`src/rtl/dio_resp_pkg.sv`:
```
package dio_resp_pkg;
  typedef enum logic [2:0] {
    ST_OPC,
    ST_WR_CFG,
    ST_WR_ENH,
    ST_OUT,
    ST_IGN
  } ctl_state_t;

  localparam logic [7:0] OP_RST_EN = 8'h66;
  localparam logic [7:0] OP_RST_GO = 8'h99;
  localparam logic [7:0] OP_WR_CFG = 8'h81;
  localparam logic [7:0] OP_RD_CFG = 8'h85;
  localparam logic [7:0] OP_WR_ENH = 8'h61;
  localparam logic [7:0] OP_RD_ENH = 8'h65;
endpackage

```
`src/rtl/dio_pin_sync.sv`:
```
module dio_pin_sync #(
  parameter int W = 1,
  parameter int STAGES = 2,
  parameter logic [W-1:0] INIT = '0
) (
  input  logic         clk,
  input  logic         rst_n,
  input  logic [W-1:0] d,
  output logic [W-1:0] q
);
  logic [W-1:0] stg [STAGES];

  for (genvar i = 0; i < STAGES; i++) begin : g_stage
    always_ff @(posedge clk or negedge rst_n) begin
      if (!rst_n) stg[i] <= INIT;
      else if (i == 0) stg[i] <= d;
      else stg[i] <= stg[(i == 0) ? 0 : i-1];
    end
  end

  assign q = stg[STAGES-1];
endmodule

```
`src/rtl/dio_rx_shift.sv`:
```
module dio_rx_shift #(
  parameter int BYTE_W = 8
) (
  input  logic              clk,
  input  logic              rst_n,
  input  logic              clr,
  input  logic              rise,
  input  logic [1:0]        dq,
  output logic              byte_vld,
  output logic [BYTE_W-1:0] byte_q
);
  localparam int PAIRS = BYTE_W / 2;
  localparam int CW = (PAIRS > 1) ? $clog2(PAIRS) : 1;

  logic [CW-1:0]     cnt;
  logic [BYTE_W-1:0] sh;
  logic [BYTE_W-1:0] nxt;

  assign nxt = {sh[BYTE_W-3:0], dq};

  always_ff @(posedge clk or negedge rst_n) begin
    if (!rst_n) begin
      cnt      <= '0;
      sh       <= '0;
      byte_vld <= 1'b0;
      byte_q   <= '0;
    end else begin
      byte_vld <= 1'b0;
      if (clr) begin
        cnt <= '0;
      end else if (rise) begin
        sh <= nxt;
        if (cnt == CW'(PAIRS-1)) begin
          cnt      <= '0;
          byte_vld <= 1'b1;
          byte_q   <= nxt;
        end else begin
          cnt <= cnt + 1'b1;
        end
      end
    end
  end

  // a completed byte only follows an accepted rising edge
  a_r1_byte_after_rise: assert property (@(posedge clk) disable iff (!rst_n)
    byte_vld |-> ($past(rise) && !$past(clr)));
endmodule

```
`src/rtl/dio_tx_shift.sv`:
```
module dio_tx_shift #(
  parameter int DW = 24,
  parameter int BYTE_W = 8,
  parameter int LW = $clog2(DW/2 + 1)
) (
  input  logic              clk,
  input  logic              rst_n,
  input  logic              clr,
  input  logic              fall,
  input  logic              load,
  input  logic [DW-1:0]     load_data,
  input  logic [LW-1:0]     load_pairs,
  input  logic              rpt,
  input  logic [BYTE_W-1:0] rpt_byte,
  output logic [1:0]        dq_o,
  output logic              oe_o
);
  logic [DW-1:0]     sh;
  logic [LW-1:0]     left;
  logic              active;
  logic              rep;
  logic [BYTE_W-1:0] rbyte;

  always_ff @(posedge clk or negedge rst_n) begin
    if (!rst_n) begin
      sh     <= '0;
      left   <= '0;
      active <= 1'b0;
      rep    <= 1'b0;
      rbyte  <= '0;
      dq_o   <= 2'b00;
      oe_o   <= 1'b0;
    end else if (clr) begin
      active <= 1'b0;
      left   <= '0;
      oe_o   <= 1'b0;
    end else if (load) begin
      sh     <= load_data;
      left   <= load_pairs;
      rep    <= rpt;
      rbyte  <= rpt_byte;
      active <= 1'b1;
    end else if (fall && active) begin
      if (left != '0) begin
        dq_o <= sh[DW-1:DW-2];
        sh   <= sh << 2;
        left <= left - 1'b1;
        oe_o <= 1'b1;
      end else if (rep) begin
        dq_o <= rbyte[BYTE_W-1:BYTE_W-2];
        sh   <= {rbyte[BYTE_W-3:0], {(DW-BYTE_W+2){1'b0}}};
        left <= LW'(BYTE_W/2 - 1);
        oe_o <= 1'b1;
      end else begin
        active <= 1'b0;
        oe_o   <= 1'b0;
      end
    end
  end

  // the pads are only turned on by a falling serial-clock edge
  a_r3_oe_rises_on_fall: assert property (@(posedge clk) disable iff (!rst_n)
    $rose(oe_o) |-> $past(fall));
  // output data only moves on a falling serial-clock edge
  a_r3_data_moves_on_fall: assert property (@(posedge clk) disable iff (!rst_n)
    !$stable(dq_o) |-> $past(fall));
endmodule

```
`src/rtl/dio_cmd_responder.sv`:
```
module dio_cmd_responder
  import dio_resp_pkg::*;
#(
  parameter logic [7:0]  ID_OP       = 8'hAF,
  parameter logic [7:0]  MFR         = 8'h3C,
  parameter logic [15:0] DEV         = 16'h71E4,
  parameter logic [7:0]  CFG_DEF     = 8'hFB,
  parameter logic [7:0]  ENH_DEF     = 8'hDF,
  parameter int          SYNC_STAGES = 2
) (
  input  logic       clk,
  input  logic       rst_n,
  input  logic       cs_n,
  input  logic       sclk,
  input  logic [1:0] dq_i,
  input  logic       busy,
  output logic [1:0] dq_o,
  output logic [1:0] dq_oe,
  output logic [7:0] cfg_vol,
  output logic [7:0] cfg_enh
);
  localparam int BYTE_W = 8;
  localparam int ID_W   = 8 + 16;
  localparam int TX_LW  = $clog2(ID_W/2 + 1);

  logic       s_cs, s_sclk;
  logic [1:0] s_dq;
  logic       sclk_d, cs_d;
  logic       rise, fall, cs_up;

  dio_pin_sync #(.W(4), .STAGES(SYNC_STAGES), .INIT(4'b1000)) u_sync (
    .clk(clk), .rst_n(rst_n), .d({cs_n, sclk, dq_i}), .q({s_cs, s_sclk, s_dq})
  );

  always_ff @(posedge clk or negedge rst_n) begin
    if (!rst_n) begin
      sclk_d <= 1'b0;
      cs_d   <= 1'b1;
    end else begin
      sclk_d <= s_sclk;
      cs_d   <= s_cs;
    end
  end

  assign rise  = s_sclk & ~sclk_d & ~s_cs;
  assign fall  = ~s_sclk & sclk_d & ~s_cs;
  assign cs_up = s_cs & ~cs_d;

  logic              byte_vld;
  logic [BYTE_W-1:0] rx_byte;

  dio_rx_shift #(.BYTE_W(BYTE_W)) u_rx (
    .clk(clk), .rst_n(rst_n), .clr(s_cs), .rise(rise), .dq(s_dq),
    .byte_vld(byte_vld), .byte_q(rx_byte)
  );

  ctl_state_t        state;
  logic              opc_seen;
  logic [7:0]        opc_q;
  logic              arm;
  logic              tx_load;
  logic [ID_W-1:0]   tx_data;
  logic [TX_LW-1:0]  tx_pairs;
  logic              tx_rpt;
  logic [BYTE_W-1:0] tx_rbyte;
  logic              op_done;

  assign op_done = byte_vld && !s_cs && (state == ST_OPC);

  always_ff @(posedge clk or negedge rst_n) begin
    if (!rst_n) begin
      state    <= ST_OPC;
      opc_seen <= 1'b0;
      opc_q    <= '0;
      arm      <= 1'b0;
      cfg_vol  <= CFG_DEF;
      cfg_enh  <= ENH_DEF;
      tx_load  <= 1'b0;
      tx_data  <= '0;
      tx_pairs <= '0;
      tx_rpt   <= 1'b0;
      tx_rbyte <= '0;
    end else begin
      tx_load <= 1'b0;
      if (s_cs) begin
        state    <= ST_OPC;
        opc_seen <= 1'b0;
        if (cs_up && opc_seen) arm <= (opc_q == OP_RST_EN);
      end else if (byte_vld) begin
        case (state)
          ST_OPC: begin
            opc_q    <= rx_byte;
            opc_seen <= 1'b1;
            state    <= ST_IGN;
            if (rx_byte == ID_OP) begin
              if (!busy) begin
                tx_load  <= 1'b1;
                tx_data  <= {MFR, DEV};
                tx_pairs <= TX_LW'(ID_W/2);
                tx_rpt   <= 1'b0;
                state    <= ST_OUT;
              end
            end else if (rx_byte == OP_RST_GO) begin
              if (arm) begin
                cfg_vol <= CFG_DEF;
                cfg_enh <= ENH_DEF;
              end
            end else if (rx_byte == OP_WR_CFG) begin
              state <= ST_WR_CFG;
            end else if (rx_byte == OP_WR_ENH) begin
              state <= ST_WR_ENH;
            end else if (rx_byte == OP_RD_CFG || rx_byte == OP_RD_ENH) begin
              tx_load  <= 1'b1;
              tx_rbyte <= (rx_byte == OP_RD_CFG) ? cfg_vol : cfg_enh;
              tx_data  <= {(rx_byte == OP_RD_CFG) ? cfg_vol : cfg_enh,
                           {(ID_W-BYTE_W){1'b0}}};
              tx_pairs <= TX_LW'(BYTE_W/2);
              tx_rpt   <= 1'b1;
              state    <= ST_OUT;
            end
          end
          ST_WR_CFG: cfg_vol <= rx_byte;
          ST_WR_ENH: cfg_enh <= rx_byte;
          default: ;
        endcase
      end
    end
  end

  logic tx_oe;

  dio_tx_shift #(.DW(ID_W), .BYTE_W(BYTE_W), .LW(TX_LW)) u_tx (
    .clk(clk), .rst_n(rst_n), .clr(s_cs), .fall(fall), .load(tx_load),
    .load_data(tx_data), .load_pairs(tx_pairs), .rpt(tx_rpt),
    .rpt_byte(tx_rbyte), .dq_o(dq_o), .oe_o(tx_oe)
  );

  assign dq_oe = {tx_oe, tx_oe};

  // an identity command seen while busy leads nowhere
  a_r4_busy_blocks_id: assert property (@(posedge clk) disable iff (!rst_n)
    (op_done && rx_byte == ID_OP && busy) |=> (state == ST_IGN && !tx_load));
  // register contents move only right after a completed byte
  a_r5_cfg_moves_on_byte: assert property (@(posedge clk) disable iff (!rst_n)
    !$stable(cfg_vol) |-> $past(byte_vld));
  a_r5_enh_moves_on_byte: assert property (@(posedge clk) disable iff (!rst_n)
    !$stable(cfg_enh) |-> $past(byte_vld));
  // armed reset restores both defaults
  a_r7_armed_reset: assert property (@(posedge clk) disable iff (!rst_n)
    (op_done && rx_byte == OP_RST_GO && arm) |=> (cfg_vol == CFG_DEF && cfg_enh == ENH_DEF));
  // unarmed reset leaves both registers alone
  a_r8_unarmed_reset: assert property (@(posedge clk) disable iff (!rst_n)
    (op_done && rx_byte == OP_RST_GO && !arm) |=> ($stable(cfg_vol) && $stable(cfg_enh)));
  // deselection releases the pads on the following cycle
  a_r10_release_on_cs: assert property (@(posedge clk) disable iff (!rst_n)
    cs_up |=> (dq_oe == 2'b00));
endmodule

```
`config.mk`:
```
export PLATFORM = sky130hd
export DESIGN_NAME = dio_cmd_responder
export DESIGN_NICKNAME = d
export VERILOG_FILES = /design/src/rtl/dio_resp_pkg.sv /design/src/rtl/dio_pin_sync.sv /design/src/rtl/dio_rx_shift.sv /design/src/rtl/dio_tx_shift.sv /design/src/rtl/dio_cmd_responder.sv
export SDC_FILE = /design/constraint.sdc
export NUM_CORES = 1
export LEC_CHECK = 0
export BUFFER_PORTS_ARGS = -buffer_cell sky130_fd_sc_hd__buf_2
export CAP_MARGIN = 20
export CELL_PAD_IN_SITES_DETAIL_PLACEMENT = 0
export CELL_PAD_IN_SITES_GLOBAL_PLACEMENT = 1
export CORE_ASPECT_RATIO = 0.7
export CORE_MARGIN = 5
export CORE_UTILIZATION = 45
export DETAILED_ROUTE_END_ITERATION = 8
export MAX_ROUTING_LAYER = met4
export PLACE_DENSITY = 0.78
export REMOVE_ABC_BUFFERS = 1
export SLEW_MARGIN = 40
export SYNTH_ARGS = -nofsm -noshare
export SYNTH_HDL_FRONTEND = slang
export SYNTH_SLANG_ARGS = --single-unit
```
`constraint.sdc`:
```
create_clock -name clk -period 1.8 [get_ports clk]
set_input_delay 0.54 -clock clk [delete_from_list [all_inputs] [get_ports clk]]
set_output_delay 0.54 -clock clk [all_outputs]
set_load 0.02 [all_outputs]
```
==> results of run 1 <==
==> sequential cells by signal, indices dropped and copies added (netlist names), 2 cells and up <==
signal       count
tx_rbyte         8
opc_q            8
tx_data          9
u_tx.left        4
state            3
u_tx.rbyte       8
cfg_vol          8
u_tx.sh         20
u_sync.stg       4
u_rx.byte_q      8
u_rx.cnt         2
cfg_enh          8
u_sync.q         4
u_rx.sh          6
u_tx.dq_o        2
==> report_power, final <==
part / switching [uW] / internal, uW
sequential: 60.2 / 2620
clock: 1200 / 2630
combinational: 98.5 / 88.5
total: 1360 / 5340
==> layer usage <==
metal | global-route usage [%] | part of all wire (%)
met1 | 25.24 | 48
met2 | 26.49 | 45
met3 | 5.747 | 6.3
met4 | 7.007 | 1.3
met5 | - | 0
==> kinds of logic (layout without fill, tap and decap cells) <==
| logic type | after synthesis | after routing | synth area share (%) |
|---|---|---|---|
| flip-flops | 113 | 113 | 60.33 |
| AND/OR/NAND/NOR | 87 | 87 | 10.84 |
| AO/OA/AOI/OAI | 92 | 92 | 13.67 |
| buffers and inverters | 28 | 120 | 2.570 |
| adder cells (fa/ha/maj) | 3 | 3 | 0.7950 |
| multiplexers | 51 | 51 | 11.79 |
==> layout by cell type (no fill, tap or decap), types with 3 or more instances in the layout <==
| cell | instances |
|---|---|
| clkinvlp_4 | 3 |
| o21ai_0 | 27 |
| buf_12 | 4 |
| dfstp_2 | 17 |
| inv_1 | 8 |
| a221o_1 | 3 |
| a22o_1 | 5 |
| a21oi_1 | 13 |
| o22a_1 | 15 |
| buf_6 | 4 |
| nor2_1 | 13 |
| nand2_1 | 27 |
| nand3b_1 | 3 |
| nor3b_1 | 3 |
| dfrtp_1 | 94 |
| a2bb2oi_1 | 6 |
| buf_4 | 44 |
| mux2_2 | 27 |
| clkinv_2 | 3 |
| bufinv_16 | 6 |
| o21ai_1 | 4 |
| clkbuf_16 | 18 |
| o2bb2ai_1 | 5 |
| nand3_1 | 6 |
| nor3_1 | 6 |
| mux2_4 | 7 |
| buf_2 | 25 |
| mux2i_1 | 17 |
==> timing repair <==
| item | 4_1_cts | 5_1_grt |
|---|---|---|
| buffers inserted | 0 | 8 |
| setup endpoints to repair | 11 | 32 |
| pin swaps | 0 | 4 |
| cloned | 0 | 1 |
| endpoints found under the hold margin | 0 | 0 |
| gates resized for setup | 1 | 24 |
==> Yosys cell counts, types with 6 or more instances <==
master / count / area share, %
dfrtp_1: 96 / 51
mux2_2: 33 / 7.9
nand2_1: 27 / 2.1
o21ai_0: 27 / 2.9
dfstp_2: 17 / 9.5
mux2i_1: 17 / 3.6
nor2_1: 15 / 1.2
o22a_1: 15 / 2.8
a21oi_1: 13 / 1.4
inv_1: 10 / 0.79
clkbuf_1: 9 / 0.72
a2bb2oi_1: 7 / 1.3
buf_2: 7 / 0.74
nand3_1: 6 / 0.64
nor3_1: 6 / 0.64
==> worst max-delay path: cells and delay by family, from the launching register on <==
family,cells,cell delay (ps)
fa+ha+maj,1,160
flops,1,360
compound gates,2,740
simple gates,1,130
buf+inv,2,250
==> layout make-up <==
| class | instances | area (um^2) | area share, % |
|---|---|---|---|
| Timing Repair Buffer | 78 | 605.6 | 9.821 |
| Clock inverter | 14 | 235.2 | 3.815 |
| Inverter | 10 | 37.54 | 0.6088 |
| Tap cell | 132 | 165.2 | 2.679 |
| Sequential cell | 113 | 2851 | 46.25 |
| Clock buffer | 18 | 439.2 | 7.123 |
| Multi-Input combinational cell | 233 | 1832 | 29.71 |
==> worst paths after layout <==
check	slack (ps)	cells past startpoint	endpoint
min in group clk	230	1	u_sync.stg[7]
min reg2reg	350	0	u_sync.q[0]
max	40	6	u_tx.sh[8]
max in group asynchronous	1180	2	u_sync.q[3]
min	9	1	u_tx.sh[14]
max reg2reg	40	6	u_tx.sh[8]
==> stage by stage <==
step / total power (uW) / hold slack, ps / cell area, um^2
after detailed placement: 2906 / 338.1 / 5309
final: 6703 / 8.547 / 6166
after floorplan: 2783 / 244.4 / 4638
after global placement: 2894 / 331.4 / 5309
after CTS: 6738 / 17.15 / 5989
after global routing: 6905 / 29.18 / 6166
==> summary.md, run 1 <==
| Metric | Value |
|---|---|
| Crit-path max FO | 10 |
| H-tree depth | 4 |
| Grt ovf | 0 |
| Synthesized area per cell | 12.63 um^2 |
| Share of layout cells above drive strength 1 | 38.84% |
| Die Ht | 95.71 um |
| Main synth FF type | dfrtp_1 |
| Cts hold-fix bufs | 0 |
| Hold WC Path Type | in2async |
| Power per cell area | 1087 nW/um^2 |
| CP startpoint | u_tx.left[0] |
| Skew final | 14.65 ps |
| Total Die Area | 12,670 um^2 |
| Drt wl/cell | 17.73 um |
| Starting Density | 45.77% |
| Unrepaired setup endpoints after global routing | yes |
| TritonCTS Buffers | 17 |
| Ports | 27 |
| Number of enable flip-flop cells after synthesis | 0 |
| Vias | 3,238 |
| Final Max Tran Viols | 0 |
| Max-cap violations | 0 |
| Fin util | 59.76% |
| Synth async-reset ratio | 100.0% |
| Critical path's largest stage delay | 390 ps |
| DP HPWL | 7.166 mm |
| Number of synthesized register bits | 113 |
| Fin worst setup slack | 37.97 ps |
| Worst EP required | 2090 ps |
| GRT Overall Usage | 18.60% |
| # setup viols final | 0 |
| Static leakage | 0.002888 uW |
| Netlist cell types | 52 |
| CP max-delay cell | o31a_1 |
| Worst r2r src | u_tx.left[0] |
| Nets | 463 |
| GP Congestion | 0.8462 |
| Sink Count | 113 |
| Via density | 5.415 |
| Hold Vio Cnt, Final | 0 |
| Clk root buf | clkbuf_16 |
| Global-route wire length before repair | 17.39 mm |
| Final setup TNS | 0 ps |
| Clock latency on the worst-skew pair | 420 ps |
| Die W | 132.4 um |
| ANT nets after route | 0 |
| Antenna violations before repair | 0 |
| Vias in the first global route | 3,248 |
| Std cell rows | 31 |
| First-pass detailed-route iteration total | 4 |
| Post-synthesis cell area | 4722 um^2 |
| CP arrival | 2050 ps |
| CP Cell Sequence | inv_2 -> ha_4 -> nor4b_4 -> o31a_1 -> clkbuf_16 -> a221o_1 |
| DRC | 0 |
| Slew of the pin with the lowest slew margin | 538.8 ps |
| Outcome | complete, no violations |
| Filler Cells Inserted | 796 |
| Fmax | 0.5675 GHz |
| Largest net degree at the start of global routing | 49 |
| Reg clk slew, reported paths | 60 ps |
| WL final | 10.60 mm |
| Placeable Area | 10,320 um^2 |
| Setup Crit Path Kind | reg2reg |
| YS warnings | 0 |
| Dpl cells | 557 |
| Min Clock Period, post-route | 1762 ps |
| Place WS | -10.88 ps |
| Worst Setup End Kind | flop |
| Syn Inst Count | 374 |
| Worst Setup Start Kind | flop |
| Final non-filler cell total | 598 |
| Iteration-0 DRC Markers | 262 |
| Ant diodes | 0 |
| Slew HR | 64.08% |
| Area delta synth->final | 30.58% |
| Clock buffer depth | 2 |
| CTS tree | done |
| Tcrit/Tclk final | 97.89% |
| Sequential-to-total area share from yosys stat | 60.33% |
| Worst VDD drop | 0.7104 mV |
| # port buffers | 26 |
Note: power is estimated with default switching activity, not from simulation.
==> run 2, diff against run 1 <==
--- a/config.mk
+++ b/config.mk
@@ -12,6 +12,7 @@
 export CORE_ASPECT_RATIO = 0.7
 export CORE_MARGIN = 5
 export CORE_UTILIZATION = 45
+export CTS_BUF_LIST = sky130_fd_sc_hd__clkbuf_16
 export DETAILED_ROUTE_END_ITERATION = 8
 export MAX_ROUTING_LAYER = met4
 export PLACE_DENSITY = 0.78
==> summary.md, run 2 (synthesis gave the netlist of run 1 again) <==
| Metric | Value |
|---|---|
| Worst Setup End Kind | flop |
| Clk root buf | clkbuf_16 |
| Commonest non-fill, non-tap cell in the layout | dfrtp_1 |
| Final setup TNS | 0 ps (unchanged) |
| Starting Density | 45.77% (unchanged) |
| Reg clk slew, reported paths | 60 ps (about the same) |
| Power per cell area | 1078 nW/um^2 (-0.82%) |
| Area delta synth->final | 30.37% |
| # setup viols final | 0 (unchanged) |
| # port buffers | 26 (unchanged) |
| Setup Crit Path Kind | reg2reg |
| Slew of the pin with the lowest slew margin | 588.2 ps (+49.41 ps) |
| TritonCTS Buffers | 17 (unchanged) |
| ANT nets after route | 0 (unchanged) |
| CP max-delay cell | o31a_1 |
| Drt wl/cell | 17.70 um (-0.16%) |
| Global-route wire length before repair | 17.36 mm (-0.16%) |
| DP HPWL | 7.166 mm (unchanged) |
| Via density | 5.428 (+0.25%) |
| Clock latency on the worst-skew pair | 410 ps (about the same) |
| Die W | 132.4 um (unchanged) |
| Dpl cells | 557 (unchanged) |
| Nets | 463 (unchanged) |
| Slew HR | 60.78% (-3.3 points) |
| Worst VDD drop | 0.6939 mV (-2.3%) |
| CP arrival | 2050 ps (about the same) |
| Total power | 6637 uW (-0.98%) |
| Ports | 27 (unchanged) |
| Vias | 3,246 (+0.25%) |
| Ant diodes | 0 (unchanged) |
| WL final | 10.58 mm (-0.16%) |
| Crit path max-delay family | compound AO/OA/AOI/OAI gates |
| Static leakage | 0.002883 uW (-0.19%) |
| Final Max Tran Viols | 0 (unchanged) |
| Fmax | 0.5646 GHz (-0.51%) |
| Hold Vio Cnt, Final | 0 (unchanged) |
| Grt ovf | 0 (unchanged) |
| Sink Count | 113 (unchanged) |
| Total Die Area | 12,670 um^2 (unchanged) |
| Critical path's largest stage delay | 390 ps (about the same) |
| Most frequent cells in the layout | 94 x dfrtp_1, 44 x buf_4, 27 x nand2_1, 27 x mux2_2, 27 x o21ai_0 |
| Max reg flops | 20 (unchanged) |
| CTS tree | done |
| GP Congestion | 0.8462 (unchanged) |
| Hold WC Path Type | in2async |
| FF/Latch Area | 2851 um^2 (unchanged) |
| Fin Hold WS | 18.56 ps (+10.01 ps) |
| Min Clock Period, post-route | 1771 ps (+8.983 ps) |
| Unrepaired setup endpoints after global routing | yes |
| First-pass detailed-route iteration total | 4 (unchanged) |
| Skew final | 8.647 ps (-6.003 ps) |
| Max-cap violations | 0 (unchanged) |
| Share of layout cells above drive strength 1 | 38.63% (-0.21 points) |
| CP Cell Sequence | inv_2 -> ha_4 -> nor4b_4 -> o31a_1 -> clkbuf_16 -> a221o_1 |
| Std cell rows | 31 (unchanged) |
| Filler Cells Inserted | 795 (-0.13%) |
| Tcrit/Tclk final | 98.39% (+0.50 points) |
| Register with the most flip-flops | u_tx.sh |
| Worst EP required | 2080 ps (about the same) |
| Worst Setup Start Kind | flop |
| Biggest regs | u_tx.sh x20, tx_data x9 |
| Placeable Area | 10,320 um^2 (unchanged) |
| Final non-filler cell total | 598 (unchanged) |
| Iteration-0 DRC Markers | 269 (+2.7%) |
| DRC | 0 (unchanged) |
| GRT Overall Usage | 18.56% (-0.046 points) |
| Outcome | complete, no violations |
| Area occupied by multi-input gates | 1832 um^2 (unchanged) |
| H-tree depth | 4 (unchanged) |
| Clock buffer depth | 2 (unchanged) |
| WP buf/inv | 2 (unchanged) |
| Antenna violations before repair | 0 (unchanged) |
| Cts hold-fix bufs | 0 (unchanged) |
| Die Ht | 95.71 um (unchanged) |
| Largest net degree at the start of global routing | 49 (unchanged) |
| Vias in the first global route | 3,257 (+0.28%) |
| Crit-path max FO | 10 (unchanged) |
==> run 2: cell count changes in the layout (fill, tap and decap cells not counted) <==
cell      previous run  this run
clkbuf_8             1         0
clkinv_1             0         1
==> run 2: what timing repair did <==
action | 4_1_cts | 5_1_grt
gates resized for setup | 1 | 24
endpoints found under the setup margin | 11 | 32
pin swaps | 0 | 4
gates cloned | 0 | 1
buffers inserted | 0 | 8
==> run 2: final cells by class <==
type / instances / share of cell area, %
clock buffers: 17 / 6.911
clock inverters: 15 / 3.882
inverters: 10 / 0.6098
multi-input cells: 233 / 29.76
flip-flops and latches: 113 / 46.32
well taps: 132 / 2.683
repair buffers: 78 / 9.837
==> run 2: worst register-to-register path: cells and delay by family (launching register included) <==
family	cells	cell delay (ps)
compound gates	2	740
flops	1	360
buf+inv	2	250
fa+ha+maj	1	170
simple gates	1	130
==> run 2: layer usage <==
metal	vias to the layer above	GRT usage (%)	wire length, um
li1	1529	-	-
met1	1632	25.08	5199
met2	72	26.66	4786
met3	13	5.747	457
met4	0	6.747	139
met5	-	-	0
==> run 2: final timing paths <==
kind,to,slack [ps],cells after the start,from
max in group asynchronous,cs_d,1180,2,rst_n
min,u_tx.sh[14],20,1,rst_n
min in group clk,u_sync.stg[7],240,1,cs_n
max,u_tx.sh[8],30,6,u_tx.left[0]
max reg2reg,u_tx.sh[8],30,6,u_tx.left[0]
min reg2reg,u_sync.q[1],350,0,u_sync.stg[5]
==> run 2: per-stage QoR <==
step | setup slack (ps) | instance area (um^2) | util, %
final | 28.99 | 6156 | 59.67
after global routing | -25.67 | 6156 | 59.67
after CTS | 5.063 | 5979 | 57.96
after detailed placement | -10.88 | 5309 | 51.46
after global placement | 38.14 | 5309 | 51.46
after floorplan | -383.6 | 4638 | -
==> run 2: power breakdown <==
group          leakage [uW]  internal, uW  total, uW  switching, uW
Sequential          0.00137          2620       2680           59.7
Clock              0.000317          2590       3770           1180
Combinational       0.00120          88.5        187           98.9
Total               0.00288          5300       6640           1340
==> run 3, diff against run 2 <==
--- a/config.mk
+++ b/config.mk
@@ -17,7 +17,6 @@
 export MAX_ROUTING_LAYER = met4
 export PLACE_DENSITY = 0.78
 export REMOVE_ABC_BUFFERS = 1
-export SLEW_MARGIN = 40
 export SYNTH_ARGS = -nofsm -noshare
 export SYNTH_HDL_FRONTEND = slang
 export SYNTH_SLANG_ARGS = --single-unit
==> constraint.sdc (replaced) <==
create_clock -name clk -period 1.8 [get_ports clk]
set_input_delay 0.27 -clock clk [delete_from_list [all_inputs] [get_ports clk]]
set_output_delay 0.27 -clock clk [all_outputs]
set_load 0.02 [all_outputs]
==> summary.md, run 3 (synthesis gave the netlist of run 1 again) <==
| Metric | Value |
|---|---|
| TritonCTS Buffers | 17 (unchanged) |
| Min Clock Period, post-route | 1742 ps (-29.23 ps) |
| H-tree depth | 4 (unchanged) |
| Ant diodes | 0 (unchanged) |
| Worst Setup Start Kind | flop |
| Register with the most flip-flops | u_tx.sh |
| Net Sw Frac | 21.31% (+1.1 points) |
| Worst EP required | 2090 ps (about the same) |
| Final Max Tran Viols | 0 (unchanged) |
| Placed Instance Area | 5309 um^2 (unchanged) |
| Static leakage | 0.002775 uW (-3.7%) |
| Final Instance Area | 5948 um^2 (-3.4%) |
| DRC | 0 (unchanged) |
| Setup Crit Path Kind | reg2reg |
| # port buffers | 26 (unchanged) |
| Sink Count | 113 (unchanged) |
| Sw power | 1232 uW (-8.0%) |
| Antenna violations before repair | 0 (unchanged) |
| Via density | 5.402 (-0.49%) |
| Fin util | 57.65% (-2.0 points) |
| Max reg flops | 20 (unchanged) |
| Worst VDD drop | 0.7380 mV (+6.4%) |
| Drt wl/cell | 16.89 um (-4.5%) |
| Crit-path max FO | 26 (+16) |
| Hold Path Origin | u_sync.stg[6] |
| Outcome | complete, no violations |
| Starting Density | 45.77% (unchanged) |
| ANT nets after route | 0 (unchanged) |
| # setup viols final | 0 (unchanged) |
| Internal power | 4547 uW (-14%) |
| Biggest regs | u_tx.sh x20, tx_data x9 |
| Iteration-0 DRC Markers | 158 (-41%) |
| Share of power burned in the clock network | 50.4% (-6.3 points) |
| Clk root buf | clkbuf_16 |
| Vias in the first global route | 3,208 (-1.5%) |
| Hold WC Path Type | reg2reg |
| R2R setup slack | 60 ps (+30 ps) |
| Skew final | 7.854 ps (-0.7925 ps) |
| Die W | 132.4 um (unchanged) |
| First-pass detailed-route iteration total | 4 (unchanged) |
| GRT Overall Usage | 17.60% (-0.96 points) |
| Total Die Area | 12,670 um^2 (unchanged) |
| Clock buffer depth | 2 (unchanged) |
| Hold Vio Cnt, Final | 0 (unchanged) |
| Sequential Power Share | 46.4% (+6.0 points) |
| Most frequent cells in the layout | 95 x dfrtp_1, 38 x buf_4, 33 x mux2_2 |
| CP arrival | 2030 ps (-20 ps) |
| Tcrit/Tclk final | 96.77% (-1.6 points) |
| Area delta synth->final | 25.97% |
| Clock latency on the worst-skew pair | 400 ps (about the same) |
| Placeable Area | 10,320 um^2 (unchanged) |
| CTS tree | done |
| DP HPWL | 7.026 mm (-2.0%) |
| GP Congestion | 0.7947 (-6.1%) |
| Worst Setup End Kind | flop |
| Power per cell area | 971.5 nW/um^2 (-9.9%) |
| Worst Hold Depth | 0 |
| Max-cap violations | 0 (unchanged) |
| Grt ovf | 0 (unchanged) |
| Std cell rows | 31 (unchanged) |
| Global-route wire length before repair | 16.64 mm (-4.1%) |
| Die Ht | 95.71 um (unchanged) |
| Vias | 3,214 (-0.99%) |
| Cells on worst reg2reg path | 6 (unchanged) |
| Slew of the pin with the lowest slew margin | 562.1 ps (-26.10 ps) |
| Largest net degree at the start of global routing | 45 (-8.2%) |
| Worst r2r src | u_tx.left[0] |
| Logic pwr share | 3.3% (+0.5 points) |
| Ports | 27 (unchanged) |
| Share of layout cells above drive strength 1 | 34.56% (-4.1 points) |
| Hold path endpoint | u_sync.q[2] |
| RR Endpoint | u_tx.sh[21] |
| WL final | 10.05 mm (-5.0%) |
| Fmax | 0.5741 GHz (+1.7%) |
| Nets | 460 (-0.65%) |
| Slew HR | 62.52% (+1.7 points) |
| Reg clk slew, reported paths | 50 ps (about the same) |
| Commonest non-fill, non-tap cell in the layout | dfrtp_1 |
## run 3: metrics by stage
| stage | hold WS [ps] | setup WS, ps | setup TNS, ps | instances | power [uW] |
|---|---|---|---|---|---|
| after floorplan | -25.59 | -383.6 | -4907 | 356 | 2783 |
| after global placement | 236.2 | 19.57 | 0 | 557 | 2890 |
| after detailed placement | 242.0 | -54.27 | -293.5 | 557 | 2903 |
| after CTS | 348.5 | 14.03 | 0 | 594 | 5842 |
| after global routing | 361.3 | -19.01 | -34.23 | 595 | 5993 |
| final | 347.4 | 58.22 | 0 | 595 | 5778 |
## run 3: timing repair
item                                    in CTS  in global routing
hold endpoints to repair                    32                  0
buffers inserted                             0                  1
hold buffers                                 5                  0
gates resized for setup                      1                 13
pin swaps                                    0                  1
endpoints found under the setup margin       7                 20
## run 3: worst max path at each step
stage,start,to,slack [ps],depth (start not counted)
floorplan,u_sync.q[3],u_tx.sh[18],-380,3
global placement,u_tx.left[0],u_tx.sh[18],20,6
detailed placement,u_tx.left[0],u_tx.sh[21],-50,6
CTS,u_sync.q[3],tx_rbyte[5],10,5
global route,u_tx.left[0],u_tx.sh[21],-20,7
finish,u_tx.left[0],u_tx.sh[21],60,6
## run 3: metal layers
metal  vias to the layer above  track usage, %  wire length, um
li1                       1521               -                -
met1                      1617           25.08             5038
met2                        66           23.68             4368
met3                        10           4.807              511
met4                         0           7.353              133
met5                         -               -                0
## run 3: power groups by stage
stage	logic (uW)	registers (uW)	clock network, uW
global placement	176	2710	0
global route	213	2690	3090
finish	188	2680	2910
detailed placement	184	2720	0
floorplan	76.6	2710	0
CTS	193	2680	2970
## run 3: cell type report
type,count,area [um^2]
multi-input combinational,233,1807
sequential,113,2850
clock buffer,17,425.4
fill,831,4369
inverter,10,37.54
timing repair buffer,75,574.3
tap,132,165.2
clock inverter,15,88.84
## run 3: critical path: stages (launching register included)
cell and delay (ps):
dfrtp_1 380, inv_1 120, ha_4 160, nor4b_4 230, o31a_1 210, buf_12 180
mux2_2 350
